$ cat src/rtl/mdio_mgmt_pkg.sv
// Shared constants and types for the management-port slave.
// Assumes clause-22 framing with a 5-bit PHY and register address.
package mdio_mgmt_pkg;
    localparam int unsigned DATA_W  = 16;
    localparam int unsigned REG_AW  = 5;
    localparam int unsigned PHY_AW  = 5;
    localparam int unsigned PAGE_W  = 3;
    localparam int unsigned PRE_LEN = 32;

    typedef enum logic [2:0] {
        FR_HUNT, FR_START, FR_HDR, FR_TA1, FR_TA2, FR_RD, FR_WR
    } frame_st_e;

    localparam logic [1:0] OP_RD = 2'b10;
    localparam logic [1:0] OP_WR = 2'b01;

    localparam logic [REG_AW-1:0] A_CTRL   = 5'h00;
    localparam logic [REG_AW-1:0] A_STAT   = 5'h01;
    localparam logic [REG_AW-1:0] A_IRQ    = 5'h12;
    localparam logic [REG_AW-1:0] A_PAGE   = 5'h13;
    localparam logic [REG_AW-1:0] A_ERRCNT = 5'h15;
    localparam logic [REG_AW-1:0] A_PCFG   = 5'h16;

    localparam int unsigned CB_LOOP    = 14;
    localparam int unsigned CB_SPEED   = 13;
    localparam int unsigned CB_AN      = 12;
    localparam int unsigned CB_RESTART = 9;
    localparam int unsigned CB_DUPLEX  = 8;

    localparam logic [DATA_W-1:0] STAT_FIXED = 16'h7801;
    localparam int unsigned SB_FAULT = 4;
    localparam int unsigned SB_LINK  = 2;

    localparam int unsigned IRQ_STS_LSB = 8;
endpackage

$ cat src/rtl/mdio_pin_sync.sv
// Brings the management clock and data line into the system clock domain.
// Emits a one-cycle strobe per management-clock rising edge together with
// the data value sampled alongside it. Assumes clk runs at least 4x faster.
module mdio_pin_sync #(
    parameter int unsigned STAGES = 2
) (
    input  logic clk,
    input  logic rst_n,
    input  logic mdc_i,
    input  logic mdio_i,
    output logic bit_stb,
    output logic bit_val
);
    logic [STAGES:0]   mdc_q;
    logic [STAGES-1:0] dat_q;

    // Purpose: shift both pins through equal-depth synchronizer chains.
    always_ff @(posedge clk) begin
        if (!rst_n) begin
            mdc_q <= '0;
            dat_q <= '1;
        end else begin
            mdc_q <= {mdc_q[STAGES-1:0], mdc_i};
            dat_q <= {dat_q[STAGES-2:0], mdio_i};
        end
    end

    assign bit_stb = mdc_q[STAGES-1] & ~mdc_q[STAGES];
    assign bit_val = dat_q[STAGES-1];
endmodule

$ cat src/rtl/mdio_frame_engine.sv
// Frame engine: hunts for the preamble, checks start, opcode and PHY
// address, then issues a read or write strobe to the register bank and
// drives the read reply. Assumes bit strobes are at least 3 clocks apart.
module mdio_frame_engine
    import mdio_mgmt_pkg::*;
(
    input  logic              clk,
    input  logic              rst_n,
    input  logic              bit_stb,
    input  logic              bit_val,
    input  logic [PHY_AW-1:0] phy_addr_i,
    input  logic [DATA_W-1:0] rd_data,
    output logic              rd_stb,
    output logic              wr_stb,
    output logic [REG_AW-1:0] reg_addr,
    output logic [DATA_W-1:0] wr_data,
    output logic              mdio_o,
    output logic              mdio_oe_o
);
    localparam int unsigned HDR_W  = 2 + PHY_AW + REG_AW;
    localparam int unsigned PRE_CW = $clog2(PRE_LEN + 1);
    localparam int unsigned BC_W   = $clog2(HDR_W > DATA_W ? HDR_W : DATA_W);

    frame_st_e         st_q;
    logic [PRE_CW-1:0] pre_q;
    logic [BC_W-1:0]   bc_q;
    logic [HDR_W-1:0]  hdr_q;
    logic [DATA_W-1:0] sr_q;
    logic              is_rd_q, oe_q, out_q, rstb_q, wstb_q;
    logic [REG_AW-1:0] addr_q;

    logic [HDR_W-1:0]  hdr_nx;
    logic [1:0]        op_nx;
    logic [PHY_AW-1:0] phy_nx;
    logic              hit_nx;

    // Purpose: decode the header as it would look after the current bit.
    always_comb begin
        hdr_nx = {hdr_q[HDR_W-2:0], bit_val};
        op_nx  = hdr_nx[HDR_W-1 -: 2];
        phy_nx = hdr_nx[REG_AW +: PHY_AW];
        hit_nx = (phy_nx == phy_addr_i) && (op_nx == OP_RD || op_nx == OP_WR);
    end

    // Purpose: advance the frame state on each sampled management bit.
    always_ff @(posedge clk) begin
        if (!rst_n) begin
            st_q    <= FR_HUNT;
            pre_q   <= '0;
            bc_q    <= '0;
            hdr_q   <= '0;
            sr_q    <= '0;
            is_rd_q <= 1'b0;
            oe_q    <= 1'b0;
            out_q   <= 1'b0;
            rstb_q  <= 1'b0;
            wstb_q  <= 1'b0;
            addr_q  <= '0;
        end else begin
            rstb_q <= 1'b0;
            wstb_q <= 1'b0;
            if (rstb_q) begin
                sr_q <= rd_data;
            end
            if (bit_stb) begin
                case (st_q)
                    FR_HUNT: begin
                        if (bit_val) begin
                            if (pre_q != PRE_CW'(PRE_LEN)) pre_q <= pre_q + 1'b1;
                        end else begin
                            pre_q <= '0;
                            if (pre_q == PRE_CW'(PRE_LEN)) st_q <= FR_START;
                        end
                    end
                    FR_START: begin
                        bc_q <= '0;
                        st_q <= bit_val ? FR_HDR : FR_HUNT;
                    end
                    FR_HDR: begin
                        hdr_q <= hdr_nx;
                        if (bc_q == BC_W'(HDR_W - 1)) begin
                            bc_q    <= '0;
                            addr_q  <= hdr_nx[REG_AW-1:0];
                            is_rd_q <= (op_nx == OP_RD);
                            rstb_q  <= hit_nx && (op_nx == OP_RD);
                            st_q    <= hit_nx ? FR_TA1 : FR_HUNT;
                        end else begin
                            bc_q <= bc_q + 1'b1;
                        end
                    end
                    FR_TA1: begin
                        st_q <= FR_TA2;
                        if (is_rd_q) begin
                            oe_q  <= 1'b1;
                            out_q <= 1'b0;
                        end
                    end
                    FR_TA2: begin
                        bc_q <= '0;
                        if (is_rd_q) begin
                            st_q  <= FR_RD;
                            out_q <= sr_q[DATA_W-1];
                            sr_q  <= {sr_q[DATA_W-2:0], 1'b0};
                        end else begin
                            st_q <= FR_WR;
                        end
                    end
                    FR_RD: begin
                        if (bc_q == BC_W'(DATA_W - 1)) begin
                            oe_q  <= 1'b0;
                            out_q <= 1'b0;
                            st_q  <= FR_HUNT;
                        end else begin
                            bc_q  <= bc_q + 1'b1;
                            out_q <= sr_q[DATA_W-1];
                            sr_q  <= {sr_q[DATA_W-2:0], 1'b0};
                        end
                    end
                    FR_WR: begin
                        sr_q <= {sr_q[DATA_W-2:0], bit_val};
                        if (bc_q == BC_W'(DATA_W - 1)) begin
                            wstb_q <= 1'b1;
                            st_q   <= FR_HUNT;
                        end else begin
                            bc_q <= bc_q + 1'b1;
                        end
                    end
                    default: st_q <= FR_HUNT;
                endcase
            end
        end
    end

    assign rd_stb    = rstb_q;
    assign wr_stb    = wstb_q;
    assign reg_addr  = addr_q;
    assign wr_data   = sr_q;
    assign mdio_o    = out_q;
    assign mdio_oe_o = oe_q;
endmodule

$ cat src/rtl/mdio_sat_cor_counter.sv
// Saturating event counter that clears when read.
// An event in the same cycle as the clear is kept as a count of one.
module mdio_sat_cor_counter #(
    parameter int unsigned W = 8
) (
    input  logic         clk,
    input  logic         rst_n,
    input  logic         inc,
    input  logic         clr,
    output logic [W-1:0] count
);
    localparam logic [W-1:0] TOP = '1;

    logic [W-1:0] cnt_q;

    // Purpose: count up to the top value, clear on read.
    always_ff @(posedge clk) begin
        if (!rst_n) begin
            cnt_q <= '0;
        end else if (clr) begin
            cnt_q <= inc ? W'(1) : '0;
        end else if (inc && cnt_q != TOP) begin
            cnt_q <= cnt_q + 1'b1;
        end
    end

    assign count = cnt_q;
endmodule

$ cat src/rtl/mdio_reg_bank.sv
// Register bank behind the frame engine: control, status with a latch-high
// fault bit, interrupt enables and status, page select, and paged space
// with a saturating error counter and one config word per page.
// Assumes rd_stb and wr_stb are single-cycle and never coincide.
module mdio_reg_bank
    import mdio_mgmt_pkg::*;
#(
    parameter int unsigned N_PAGES = 2,
    parameter int unsigned N_EVT   = 4,
    parameter int unsigned CNT_W   = 8
) (
    input  logic                      clk,
    input  logic                      rst_n,
    input  logic                      rd_stb,
    input  logic                      wr_stb,
    input  logic [REG_AW-1:0]         addr,
    input  logic [DATA_W-1:0]         wr_data,
    output logic [DATA_W-1:0]         rd_data,
    input  logic                      link_up_i,
    input  logic                      remote_fault_i,
    input  logic [N_EVT-1:0]          ev_i,
    output logic                      an_enable_o,
    output logic                      an_restart_o,
    output logic                      loopback_o,
    output logic                      speed_o,
    output logic                      duplex_o,
    output logic [N_PAGES*DATA_W-1:0] page_cfg_o,
    output logic                      irq_o
);
    logic              loop_q, speed_q, an_q, duplex_q, restart_q;
    logic              fault_q;
    logic [N_EVT-1:0]  sts_q, en_q;
    logic [PAGE_W-1:0] page_q;
    logic [DATA_W-1:0] cfg_q [N_PAGES];
    logic [CNT_W-1:0]  err_cnt;
    logic              page0, wr_ctrl;

    assign page0   = (page_q == '0);
    assign wr_ctrl = wr_stb && (addr == A_CTRL);

    // Purpose: hold the control bits and raise the restart pulse.
    always_ff @(posedge clk) begin
        if (!rst_n) begin
            loop_q    <= 1'b0;
            speed_q   <= 1'b1;
            an_q      <= 1'b1;
            duplex_q  <= 1'b0;
            restart_q <= 1'b0;
        end else begin
            restart_q <= wr_ctrl && wr_data[CB_RESTART] && wr_data[CB_AN];
            if (wr_ctrl) begin
                loop_q   <= wr_data[CB_LOOP];
                speed_q  <= wr_data[CB_SPEED];
                an_q     <= wr_data[CB_AN];
                duplex_q <= wr_data[CB_DUPLEX];
            end
        end
    end

    // Purpose: latch the remote fault high until the status register is read.
    always_ff @(posedge clk) begin
        if (!rst_n) begin
            fault_q <= 1'b0;
        end else begin
            fault_q <= remote_fault_i | (fault_q & ~(rd_stb && addr == A_STAT));
        end
    end

    // Purpose: record events, clear status on read, hold the enables.
    always_ff @(posedge clk) begin
        if (!rst_n) begin
            sts_q <= '0;
            en_q  <= '0;
        end else begin
            sts_q <= ev_i | (sts_q & ~{N_EVT{rd_stb && addr == A_IRQ}});
            if (wr_stb && addr == A_IRQ) en_q <= wr_data[N_EVT-1:0];
        end
    end

    // Purpose: hold the page select and the per-page config words.
    always_ff @(posedge clk) begin
        if (!rst_n) begin
            page_q <= '0;
            for (int p = 0; p < N_PAGES; p++) cfg_q[p] <= '0;
        end else if (wr_stb) begin
            if (addr == A_PAGE) page_q <= wr_data[PAGE_W-1:0];
            for (int p = 0; p < N_PAGES; p++) begin
                if (addr == A_PCFG && page_q == PAGE_W'(p)) cfg_q[p] <= wr_data;
            end
        end
    end

    mdio_sat_cor_counter #(.W(CNT_W)) u_errcnt (
        .clk   (clk),
        .rst_n (rst_n),
        .inc   (ev_i[0]),
        .clr   (rd_stb && addr == A_ERRCNT && page0),
        .count (err_cnt)
    );

    // Purpose: select the read value for the addressed register and page.
    always_comb begin
        rd_data = '0;
        case (addr)
            A_CTRL: begin
                rd_data[CB_LOOP]   = loop_q;
                rd_data[CB_SPEED]  = speed_q;
                rd_data[CB_AN]     = an_q;
                rd_data[CB_DUPLEX] = duplex_q;
            end
            A_STAT: begin
                rd_data           = STAT_FIXED;
                rd_data[SB_FAULT] = fault_q;
                rd_data[SB_LINK]  = link_up_i;
            end
            A_IRQ: begin
                rd_data[IRQ_STS_LSB +: N_EVT] = sts_q;
                rd_data[0 +: N_EVT]           = en_q;
            end
            A_PAGE:   rd_data[PAGE_W-1:0] = page_q;
            A_ERRCNT: if (page0) rd_data[CNT_W-1:0] = err_cnt;
            default:  ;
        endcase
        for (int p = 0; p < N_PAGES; p++) begin
            if (addr == A_PCFG && page_q == PAGE_W'(p)) rd_data = cfg_q[p];
        end
    end

    for (genvar g = 0; g < N_PAGES; g++) begin : g_cfg_out
        assign page_cfg_o[g*DATA_W +: DATA_W] = cfg_q[g];
    end

    assign an_enable_o  = an_q;
    assign an_restart_o = restart_q;
    assign loopback_o   = loop_q;
    assign speed_o      = speed_q;
    assign duplex_o     = duplex_q;
    assign irq_o        = |(sts_q & en_q);
endmodule

$ cat src/rtl/mdio_mgmt_slave.sv
// Top of the management-port slave: pin synchronizer, frame engine and
// register bank. Everything runs on clk; mdc_i is oversampled.
// Assumes clk is at least 4x the management clock and ev_i is clk-synchronous.
module mdio_mgmt_slave
    import mdio_mgmt_pkg::*;
#(
    parameter int unsigned N_PAGES     = 2,
    parameter int unsigned N_EVT       = 4,
    parameter int unsigned SYNC_STAGES = 2
) (
    input  logic                      clk,
    input  logic                      rst_n,
    input  logic                      mdc_i,
    input  logic                      mdio_i,
    output logic                      mdio_o,
    output logic                      mdio_oe_o,
    input  logic [4:0]                phy_addr_i,
    input  logic                      link_up_i,
    input  logic                      remote_fault_i,
    input  logic [N_EVT-1:0]          ev_i,
    output logic                      an_enable_o,
    output logic                      an_restart_o,
    output logic                      loopback_o,
    output logic                      speed_o,
    output logic                      duplex_o,
    output logic [N_PAGES*DATA_W-1:0] page_cfg_o,
    output logic                      irq_o
);
    logic              bit_stb, bit_val;
    logic              rd_stb, wr_stb;
    logic [REG_AW-1:0] reg_addr;
    logic [DATA_W-1:0] wr_data, rd_data;

    mdio_pin_sync #(.STAGES(SYNC_STAGES)) u_sync (
        .clk     (clk),
        .rst_n   (rst_n),
        .mdc_i   (mdc_i),
        .mdio_i  (mdio_i),
        .bit_stb (bit_stb),
        .bit_val (bit_val)
    );

    mdio_frame_engine u_frame (
        .clk        (clk),
        .rst_n      (rst_n),
        .bit_stb    (bit_stb),
        .bit_val    (bit_val),
        .phy_addr_i (phy_addr_i),
        .rd_data    (rd_data),
        .rd_stb     (rd_stb),
        .wr_stb     (wr_stb),
        .reg_addr   (reg_addr),
        .wr_data    (wr_data),
        .mdio_o     (mdio_o),
        .mdio_oe_o  (mdio_oe_o)
    );

    mdio_reg_bank #(.N_PAGES(N_PAGES), .N_EVT(N_EVT)) u_regs (
        .clk            (clk),
        .rst_n          (rst_n),
        .rd_stb         (rd_stb),
        .wr_stb         (wr_stb),
        .addr           (reg_addr),
        .wr_data        (wr_data),
        .rd_data        (rd_data),
        .link_up_i      (link_up_i),
        .remote_fault_i (remote_fault_i),
        .ev_i           (ev_i),
        .an_enable_o    (an_enable_o),
        .an_restart_o   (an_restart_o),
        .loopback_o     (loopback_o),
        .speed_o        (speed_o),
        .duplex_o       (duplex_o),
        .page_cfg_o     (page_cfg_o),
        .irq_o          (irq_o)
    );
endmodule

$ cat config.mk
export PLATFORM = sky130hd
export DESIGN_NAME = mdio_mgmt_slave
export DESIGN_NICKNAME = d
export VERILOG_FILES = /design/src/rtl/mdio_mgmt_pkg.sv /design/src/rtl/mdio_pin_sync.sv /design/src/rtl/mdio_frame_engine.sv /design/src/rtl/mdio_sat_cor_counter.sv /design/src/rtl/mdio_reg_bank.sv /design/src/rtl/mdio_mgmt_slave.sv
export SDC_FILE = /design/constraint.sdc
export NUM_CORES = 1
export LEC_CHECK = 0
export BUFFER_PORTS_ARGS = -buffer_cell sky130_fd_sc_hd__buf_2
export CAP_MARGIN = 20
export CORE_MARGIN = 2
export CORE_UTILIZATION = 44
export CTS_BUF_LIST = sky130_fd_sc_hd__clkbuf_4 sky130_fd_sc_hd__clkbuf_8
export CTS_CLUSTER_DIAMETER = 40
export DETAILED_ROUTE_END_ITERATION = 10
export PLACE_DENSITY_LB_ADDON = 0.15
export SYNTH_ARGS = -nofsm -noshare
export SYNTH_HDL_FRONTEND = slang
export SYNTH_SLANG_ARGS = --single-unit
$ cat constraint.sdc
create_clock -name clk -period 4.1 [get_ports clk]
set_input_delay 0.205 -clock clk [delete_from_list [all_inputs] [get_ports clk]]
set_output_delay 0.205 -clock clk [all_outputs]
set_load 0.02 [all_outputs]
Word level (Yosys, flattened, before mapping):

Memories as Yosys holds them, arrays and structs flattened.
Cells that the tools add are included.

* add/subtract/negate cells: 3
* equal/unequal tests: 29
* mux-type cells: 49
* bitwise operators: 11
* reductions and logical operators: 34

Operators with widths (number)
* $mux W16: 8
* $pmux W16 S3: 1
* $mux W8: 3
* $eq A5 B5 Y1 const B: 4
* $pmux W3 S6: 1
* $mux W1: 16
* $ne A2 B1 Y1 const B: 7
* $logic_and A1 B1 Y1: 13
* $mux W3: 4
* $mux W6: 2
* $pmux W3 S2: 2
* $pmux W3 S4: 1
* $pmux W4 S3: 1
* $reduce_and A3 Y1: 4
* $reduce_and A4 Y1: 3
* $eq A3 B3 Y1 const B: 3
* $add A8 B1 Y8 const B: 1
* $and A4 B4 Y4: 2
* $eq A4 B4 Y1 const B: 2
* $mux W4: 2
* $ne A8 B8 Y1 const B: 1
* $pmux W4 S2: 1
* $add A6 B1 Y6 const B: 1
* $eq A3 B1 Y1 const B: 2
* other kinds (26): 41

* flip-flop bits (word level): 80
* bits in writable memories: 32
* bits of input ports: 15
* word-level logic and storage cells: 150
* memories kept: 1

Memories
* u_regs.cfg_q: words 2, bits a word 16, rd ports 2, clocked after Yosys merged registers in 0, wr ports 2, line mdio_reg_bank.sv:34 `logic [DATA_W-1:0] cfg_q [N_PAGES];`

Depth between registers and ports, before layout:

Gate-level depths: netlist of the first run.

* word-level depth: 9
* depth in mapped cells: 9
* mapped depth without buffers: 7

Hierarchy:

A second synthesis of the first run with hierarchy kept.

* cells, all modules: 562
* area total of the unflattened synthesis: 5372.7 um^2

Modules (own cells, without submodules)
* mdio_frame_engine: instances 1, cells each 301, area each 2533.7 um^2, seq. area each 1001.0 um^2
* mdio_reg_bank: instances 1, cells each 201, area each 2274.7 um^2, seq. area each 1301.2 um^2
* mdio_sat_cor_counter: instances 1, cells each 49, area each 426.7 um^2, seq. area each 160.2 um^2
* mdio_pin_sync: instances 1, cells each 11, area each 137.6 um^2, seq. area each 100.1 um^2

Least setup slack after synthesis of the first run:

No wires, ideal clock.

* path kind: flip-flop to flip-flop
* start point: register u_frame.addr_q[3], in the netlist u_frame.reg_addr[3]
* end point: memory u_regs.cfg_q[0][0], enable pin
* arrival: 2.286 ns
* slack: 1.403 ns
* stages on the path, launching flop included: 6
* buffers on the path: 1
* clock period less this slack: 2.697 ns
* cells stage by stage: dfxtp_1 buf_2 nor4b_2 and2_2 nand2_2 o21ai_0

RTL lines
* start, declared: line mdio_frame_engine.sv:30 `logic [REG_AW-1:0] addr_q;`
* start signal, assigned: line mdio_frame_engine.sv:83 `addr_q <= hdr_nx[REG_AW-1:0];`
* end, declared: line mdio_reg_bank.sv:34

==> key figures, run 1 <==
Timing
  – Worst-margin pin slew: 1067 ps
  – Hold WS: 21.70 ps
  – Final Hold Vio Count: 0
  – Relative slew slack: 0.2877
  – Skew final: 9.307 ps
  – Total negative slack: 0 ps
  – Tmin final: 2355 ps
  – Slew Limit Fails: 0
  – RSZ-0062 raised after global routing: no
  – Final setup viols: 0
  – Final period util: 0.5743
  – Fmax: 424.7 MHz

Place
  – RD Place Congestion: 0.8603
  – Final HPWL DP: 9008 um
  – Placed insts: 717
  – Cell Area, Placed: 5557 um^2
  – IO Port Bufs: 54

Clock network
  – Cts hold-fix bufs: 0
  – Root Driver: clkbuf_8
  – Post-CTS Setup Bufs: 0
  – Cts bufs inserted: 9
  – Clock slew at reported path FFs: 100 ps
  – CTS sink cnt: 112
  – TritonCTS clock tree: yes
  – Latest clock arrival within the worst-skew pair: 380 ps
  – Deepest clock path buffer count: 2
  – Post-CTS resize count: 0
  – # H-tree levels: 3

Worst setup path
  – Startpoint types: flip-flop
  – Critical path required time: 4340 ps
  – CP Class: flip-flop to flip-flop
  – Crit path capture type: flip-flop
  – CP arrival: 2590 ps
  – CP Max Fanout: 14

Floorplanning
  – FP Rows: 39
  – DIE AREA: 12770 um^2
  – Core area: 11520 um^2
  – Die X: 113.0 um
  – I/O Pins: 55
  – Initial core utilization: 0.4538
  – Die H: 113.0 um

Outcome
  – Violated checks: design-rule violations
  – Status: complete, but fails checks

Global routing
  – Vias in the first global route: 3945
  – Total Routing Usage GR: 0.2001
  – Largest net degree at the start of global routing: 32
  – First-pass GRT wire length: 20080 um
  – Met3 Resource Use GR: 0.03696
  – Gr ovfl total: 0
  – Initial antenna violation count: 0
  – Most Crowded Layer GR: met2
  – Grt met2 use: 0.3137
  – GR Util met1: 0.2755

Route
  – DRT Wirelength: 12690 um
  – DRT iter0 DRCs: 307
  – Routed WL per cell: 17.31 um
  – Vias/cell: 5.752
  – Vias: 4216
  – DR DRC count: 3
  – Initial DRT Pass Iterations: 8
  – Post-DRT Antenna Nets: 0

Synth
  – Post-synth EDFFs: 32
  – Syn Inst Count: 550
  – Synth Register Bits: 112
  – Post-Syn Nets: 570
  – Async SR Flop Fraction: 0
  – Mapped Area: 5226 um^2
  – Register area share after synthesis: 0.4903
  – Synth unique cells: 69
  – Synth Area per Inst: 9.502 um^2
  – Synth warn: 0
  – Most used DFF post-synth: dfxtp_1

Finish
  – Area Growth Syn to Fin: 10.63%
  – Most frequent cells in the layout: 80 x dfxtp_1, 64 x nor2_1, 54 x buf_2
  – Fin cells: 733
  – Final Net Count: 605
  – Cell area after layout: 5782 um^2
  – Filler cells: 1101
  – Share of post-route cells with drive strength above 1: 0.1542
  – Antenna fix cells: 0
  – Final core utilization: 0.5021
  – Most common cell after layout, fill and taps aside: dfxtp_1

Min path
  – Worst Hold Class: input port to flip-flop

Pwr
  – Leakage power: 0.002169 uW
  – PD cells: 345.1 nW/um^2
  – VDD IR max: 0.2215 mV

Run
  – MaxCap Viol Count: 0
-- synthesized netlist by cell type (12+ instances only) --
cell type  number  share of area
a21oi_1        25          0.024
and2_1         15          0.018
and3_1         12          0.014
buf_2          14          0.013
clkbuf_1       19          0.014
dfxtp_1        80           0.31
edfxtp_1       32           0.18
inv_1          12         0.0086
mux2i_1        39          0.075
nand2_1        46          0.033
nand3_1        25          0.024
nand4_1        13          0.016
nor2_1         64          0.046
o21ai_0        15          0.014
-- registers in the layout, indices dropped and copies added (netlist names), 5 cells and up --
signal	cells
u_frame.hdr_q	11
u_frame.pre_q	6
u_frame.reg_addr	5
u_frame.wr_data	16
u_regs.cfg_q	32
u_regs.u_errcnt.count	8
-- logic make-up after synthesis --
group,share of synthesized area
and+or+nand+nor,0.2200
DFF,0.4903
AOI/OAI and AO/OA,0.1319
buffers and inverters,0.03998
muxes,0.07900
xor gates and xnor gates,0.02681
adders and majority gates,0.01197
-- area by class of cell --
type	instances	area, um^2	share of cell area
Clock buffer	13	160.2	0.02770
Clock inverter	3	65.06	0.01125
Inverter	14	52.55	0.009089
Multi-Input combinational cell	389	2455	0.4246
Sequential cell	112	2562	0.4432
Tap cell	143	178.9	0.03095
Timing Repair Buffer	59	307.8	0.05324
-- per-layer routing --
metal | vias to the layer above | part of all wire
met5 | - | 0
met4 | 0 | 0.018
met3 | 14 | 0.048
met2 | 115 | 0.47
met1 | 2035 | 0.47
li1 | 2052 | -
-- power by group --
group | internal [uW] | switching [uW] | leakage (uW)
logic | 27.9 | 57.6 | 0.00107
clock network | 381 | 360 | 0.000118
registers | 1150 | 14.5 | 0.000978
-- worst max-delay path, cell delays in order, from the launching register on --
cell	delay (ps)
dfxtp_1	620
nor4b_2	380
and2_2	280
nand2_2	120
nor2_1	560
and2_1	260
-- through the flow --
| stage | setup WS (ps) | total power [uW] |
|---|---|---|
| finish | 1745 | 1995 |
| detailed placement | 1819 | 1281 |
| CTS | 1780 | 2012 |
| global placement | 1930 | 1278 |
| floorplan | 1403 | 1242 |
| global route | 1568 | 2065 |
-- final timing paths --
check        slack (ps)  cells past startpoint                       endpoint                        startpoint
min reg2reg         430                      1     u_sync.dat_q[1]$_SDFF_PN1_        u_sync.dat_q[0]$_SDFF_PN1_
max reg2reg        1750                      5  u_regs.cfg_q[0][26]$_DFFE_PP_  u_frame.reg_addr[1]$_SDFFE_PN0P_
min                  20                      2     u_sync.dat_q[0]$_SDFF_PN1_                            mdio_i
max                1750                      5  u_regs.cfg_q[0][26]$_DFFE_PP_  u_frame.reg_addr[1]$_SDFFE_PN0P_
Power figures use the tool's default switching activity.
==> run 2: changes to the inputs <==
==> constraint.sdc (replaced) <==
create_clock -name clk -period 2.2 [get_ports clk]
set_input_delay 0.11 -clock clk [delete_from_list [all_inputs] [get_ports clk]]
set_output_delay 0.11 -clock clk [all_outputs]
set_load 0.02 [all_outputs]
==> run 2 against run 1 <==
Effect of this change: the run still ends with design-rule violations left; sequential cell count is the same; utilization increased by 1.6 points; design area increased by 3.2%; critical path depth is 1 higher; clock skew shrank 2.3 ps; critical endpoint is now u_frame.wr_data[4]$_SDFF_PN0_; largest power group unchanged.
==> key figures, run 2 (same netlist as run 1, synthesis figures left out) <==
Finish
  – Register area: 2562 um^2 (unchanged)
  – Multi-input gate area: 2460 um^2 (+0.20%)
  – Cell area after layout: 5967 um^2 (+3.2%)
  – Biggest register: u_regs.cfg_q
  – Fin cells: 757 (+3.3%)
  – Filler cells: 1071 (-2.7%)
  – Area Growth Syn to Fin: 14.17%
  – Most common cell after layout, fill and taps aside: dfxtp_1
  – Final Net Count: 629 (+4.0%)
  – Antenna fix cells: 0 (unchanged)
  – Final core utilization: 0.5181 (+0.01608)
  – Most frequent cells in the layout: 80 x dfxtp_1, 64 x nor2_1, 54 x buf_2
  – Number of flip-flops in the largest register: 32 (unchanged)
  – Share of post-route cells with drive strength above 1: 0.1792 (+0.02492)

Worst setup path
  – CP peak stage delay: 420 ps (-200 ps)
  – R2R Setup Slk: 230 ps (-1520 ps)
  – CP Cell Sequence: ha_1 > and3_1 > o22ai_1 > and4_2 > a21oi_1 > a311oi_2
  – Slowest cell on the critical path: and4_2
  – WP buf/inv: 0 (unchanged)
  – Crit path capture type: flip-flop
  – CP startpoint: u_frame.bc_q[0]$_SDFFE_PN0P_
  – Startpoint types: flip-flop
  – CP Max Fanout: 12 (-2)
  – Worst reg2reg startpoint: u_frame.bc_q[0]$_SDFFE_PN0P_
  – CP Class: flip-flop to flip-flop
  – Delay-heaviest family, CP: simple AND/OR/NAND/NOR gates
  – Critical path required time: 2510 ps (-1830 ps)
  – CP arrival: 2280 ps (-310 ps)
  – R2R Path End: u_frame.wr_data[4]$_SDFF_PN0_
  – R2R depth: 6 (+1)

Clock network
  – Post-CTS Setup Bufs: 0 (unchanged)
  – Root Driver: clkbuf_8
  – # H-tree levels: 3 (unchanged)
  – Cts bufs inserted: 9 (unchanged)
  – Deepest clock path buffer count: 2 (unchanged)
  – Clock slew at reported path FFs: 100 ps (about the same)
  – TritonCTS clock tree: yes
  – Latest clock arrival within the worst-skew pair: 390 ps (about the same)
  – CTS sink cnt: 112 (unchanged)

Global routing
  – Met3 Resource Use GR: 0.04178 (+0.004821)
  – Total Routing Usage GR: 0.1996 (-0.0004784)
  – GR Util met1: 0.2469 (-0.02858)
  – Initial antenna violation count: 0 (unchanged)
  – Gr ovfl total: 0 (unchanged)
  – Most Crowded Layer GR: met2
  – Vias in the first global route: 4115 (+4.3%)
  – First-pass GRT wire length: 20130 um (+0.27%)
  – Largest net degree at the start of global routing: 32 (unchanged)
  – Grt met2 use: 0.3426 (+0.02892)

Timing
  – Final Hold Vio Count: 0 (unchanged)
  – Slew Limit Fails: 0 (unchanged)
  – Relative slew slack: 0.6035 (+0.3158)
  – Total negative slack: 0 ps (unchanged)
  – Tmin final: 1972 ps (-382.9 ps)
  – Worst-margin pin slew: 593.4 ps (-473.6 ps)
  – Final setup viols: 0 (unchanged)
  – RSZ-0062 raised after global routing: no
  – Fmax: 507.2 MHz (+19%)
  – Final period util: 0.8962 (+0.3219)
  – Skew final: 7.040 ps (-2.267 ps)

Place
  – RD Place Congestion: 0.8952 (+4.1%)
  – Cell Area, Placed: 5700 um^2 (+2.6%)
  – Placed insts: 734 (+2.4%)
  – IO Port Bufs: 54 (unchanged)
  – Final HPWL DP: 8765 um (-2.7%)

Route
  – Post-DRT Antenna Nets: 0 (unchanged)
  – Initial DRT Pass Iterations: 8 (unchanged)
  – DRT iter0 DRCs: 273 (-11%)
  – Vias/cell: 5.612 (-2.4%)
  – DR DRC count: 5 (+2)
  – Vias: 4248 (+0.76%)
  – DRT Wirelength: 12270 um (-3.3%)
  – Routed WL per cell: 16.21 um (-6.4%)

Floorplanning
  – FP Rows: 39 (unchanged)
  – I/O Pins: 55 (unchanged)
  – Core area: 11520 um^2 (unchanged)
  – Die X: 113.0 um (unchanged)
  – DIE AREA: 12770 um^2 (unchanged)
  – Die H: 113.0 um (unchanged)
  – Initial core utilization: 0.4538 (unchanged)

Min path
  – Hold Path End: u_frame.st_q[2]$_SDFFE_PN0P_
  – Hold Startpoint: rst_n
  – Worst Hold Class: input port to flip-flop
  – Hold Path Depth: 3 (+1)

Pwr
  – PD cells: 600.9 nW/um^2 (+74%)
  – Tot Pwr: 3585 uW (+80%)
  – VDD IR max: 0.3253 mV (+47%)
  – Leakage power: 0.002277 uW (+5.0%)

Run
  – MaxCap Viol Count: 0 (unchanged)

Outcome
  – Status: complete, but fails checks
  – Violated checks: design-rule violations
==> run 2: power by group <==
group | internal (uW) | switching (uW)
registers | 2150 | 25.7
clock network | 553 | 684
logic | 64.8 | 107
total | 2770 | 817
==> run 2: routing by layer <==
metal / wire length, um / share of wire / up-vias
li1: - / - / 2097
met1: 5346 / 0.44 / 2029
met2: 6093 / 0.50 / 102
met3: 584 / 0.048 / 20
met4: 249 / 0.020 / 0
met5: 0 / 0 / -
==> run 2: worst max path at each step <==
stage | end | slack (ps) | cells after the start
floorplan | u_regs.cfg_q[0][0]$_DFFE_PP_ | 240 | 5
global placement | u_frame.wr_data[4]$_SDFF_PN0_ | 220 | 6
detailed placement | u_frame.wr_data[4]$_SDFF_PN0_ | 150 | 6
CTS | u_frame.wr_data[4]$_SDFF_PN0_ | 120 | 6
global route | u_frame.wr_data[4]$_SDFF_PN0_ | 20 | 6
finish | u_frame.wr_data[4]$_SDFF_PN0_ | 230 | 6
==> run 2: through the flow <==
| stage | worst slack [ps] | hold WS (ps) |
|---|---|---|
| floorplan | 238.5 | 211.5 |
| global placement | 217.2 | 295.5 |
| detailed placement | 147.7 | 295.4 |
| CTS | 122.1 | 114.8 |
| global route | 22.56 | 116.4 |
| finish | 228.3 | 120.4 |
==> run 2: layout make-up <==
class | count | area share
Sequential cell | 112 | 0.4294
Multi-Input combinational cell | 389 | 0.4122
Timing Repair Buffer | 83 | 0.08681
Tap cell | 143 | 0.02999
Clock buffer | 11 | 0.02328
Clock inverter | 5 | 0.009436
Inverter | 14 | 0.008807
==> run 2: tightest hold or removal path, delay by kind of cell <==
family                 cells  cell delay [ps]
buffers and inverters      2              300
AO/OA/AOI/OAI              1               60
==> run 2: repair_timing <==
item	CTS	global route
hold buffers	7	0
resized for setup	0	1
endpoints found under the hold margin	7	0
setup endpoints to repair	0	9
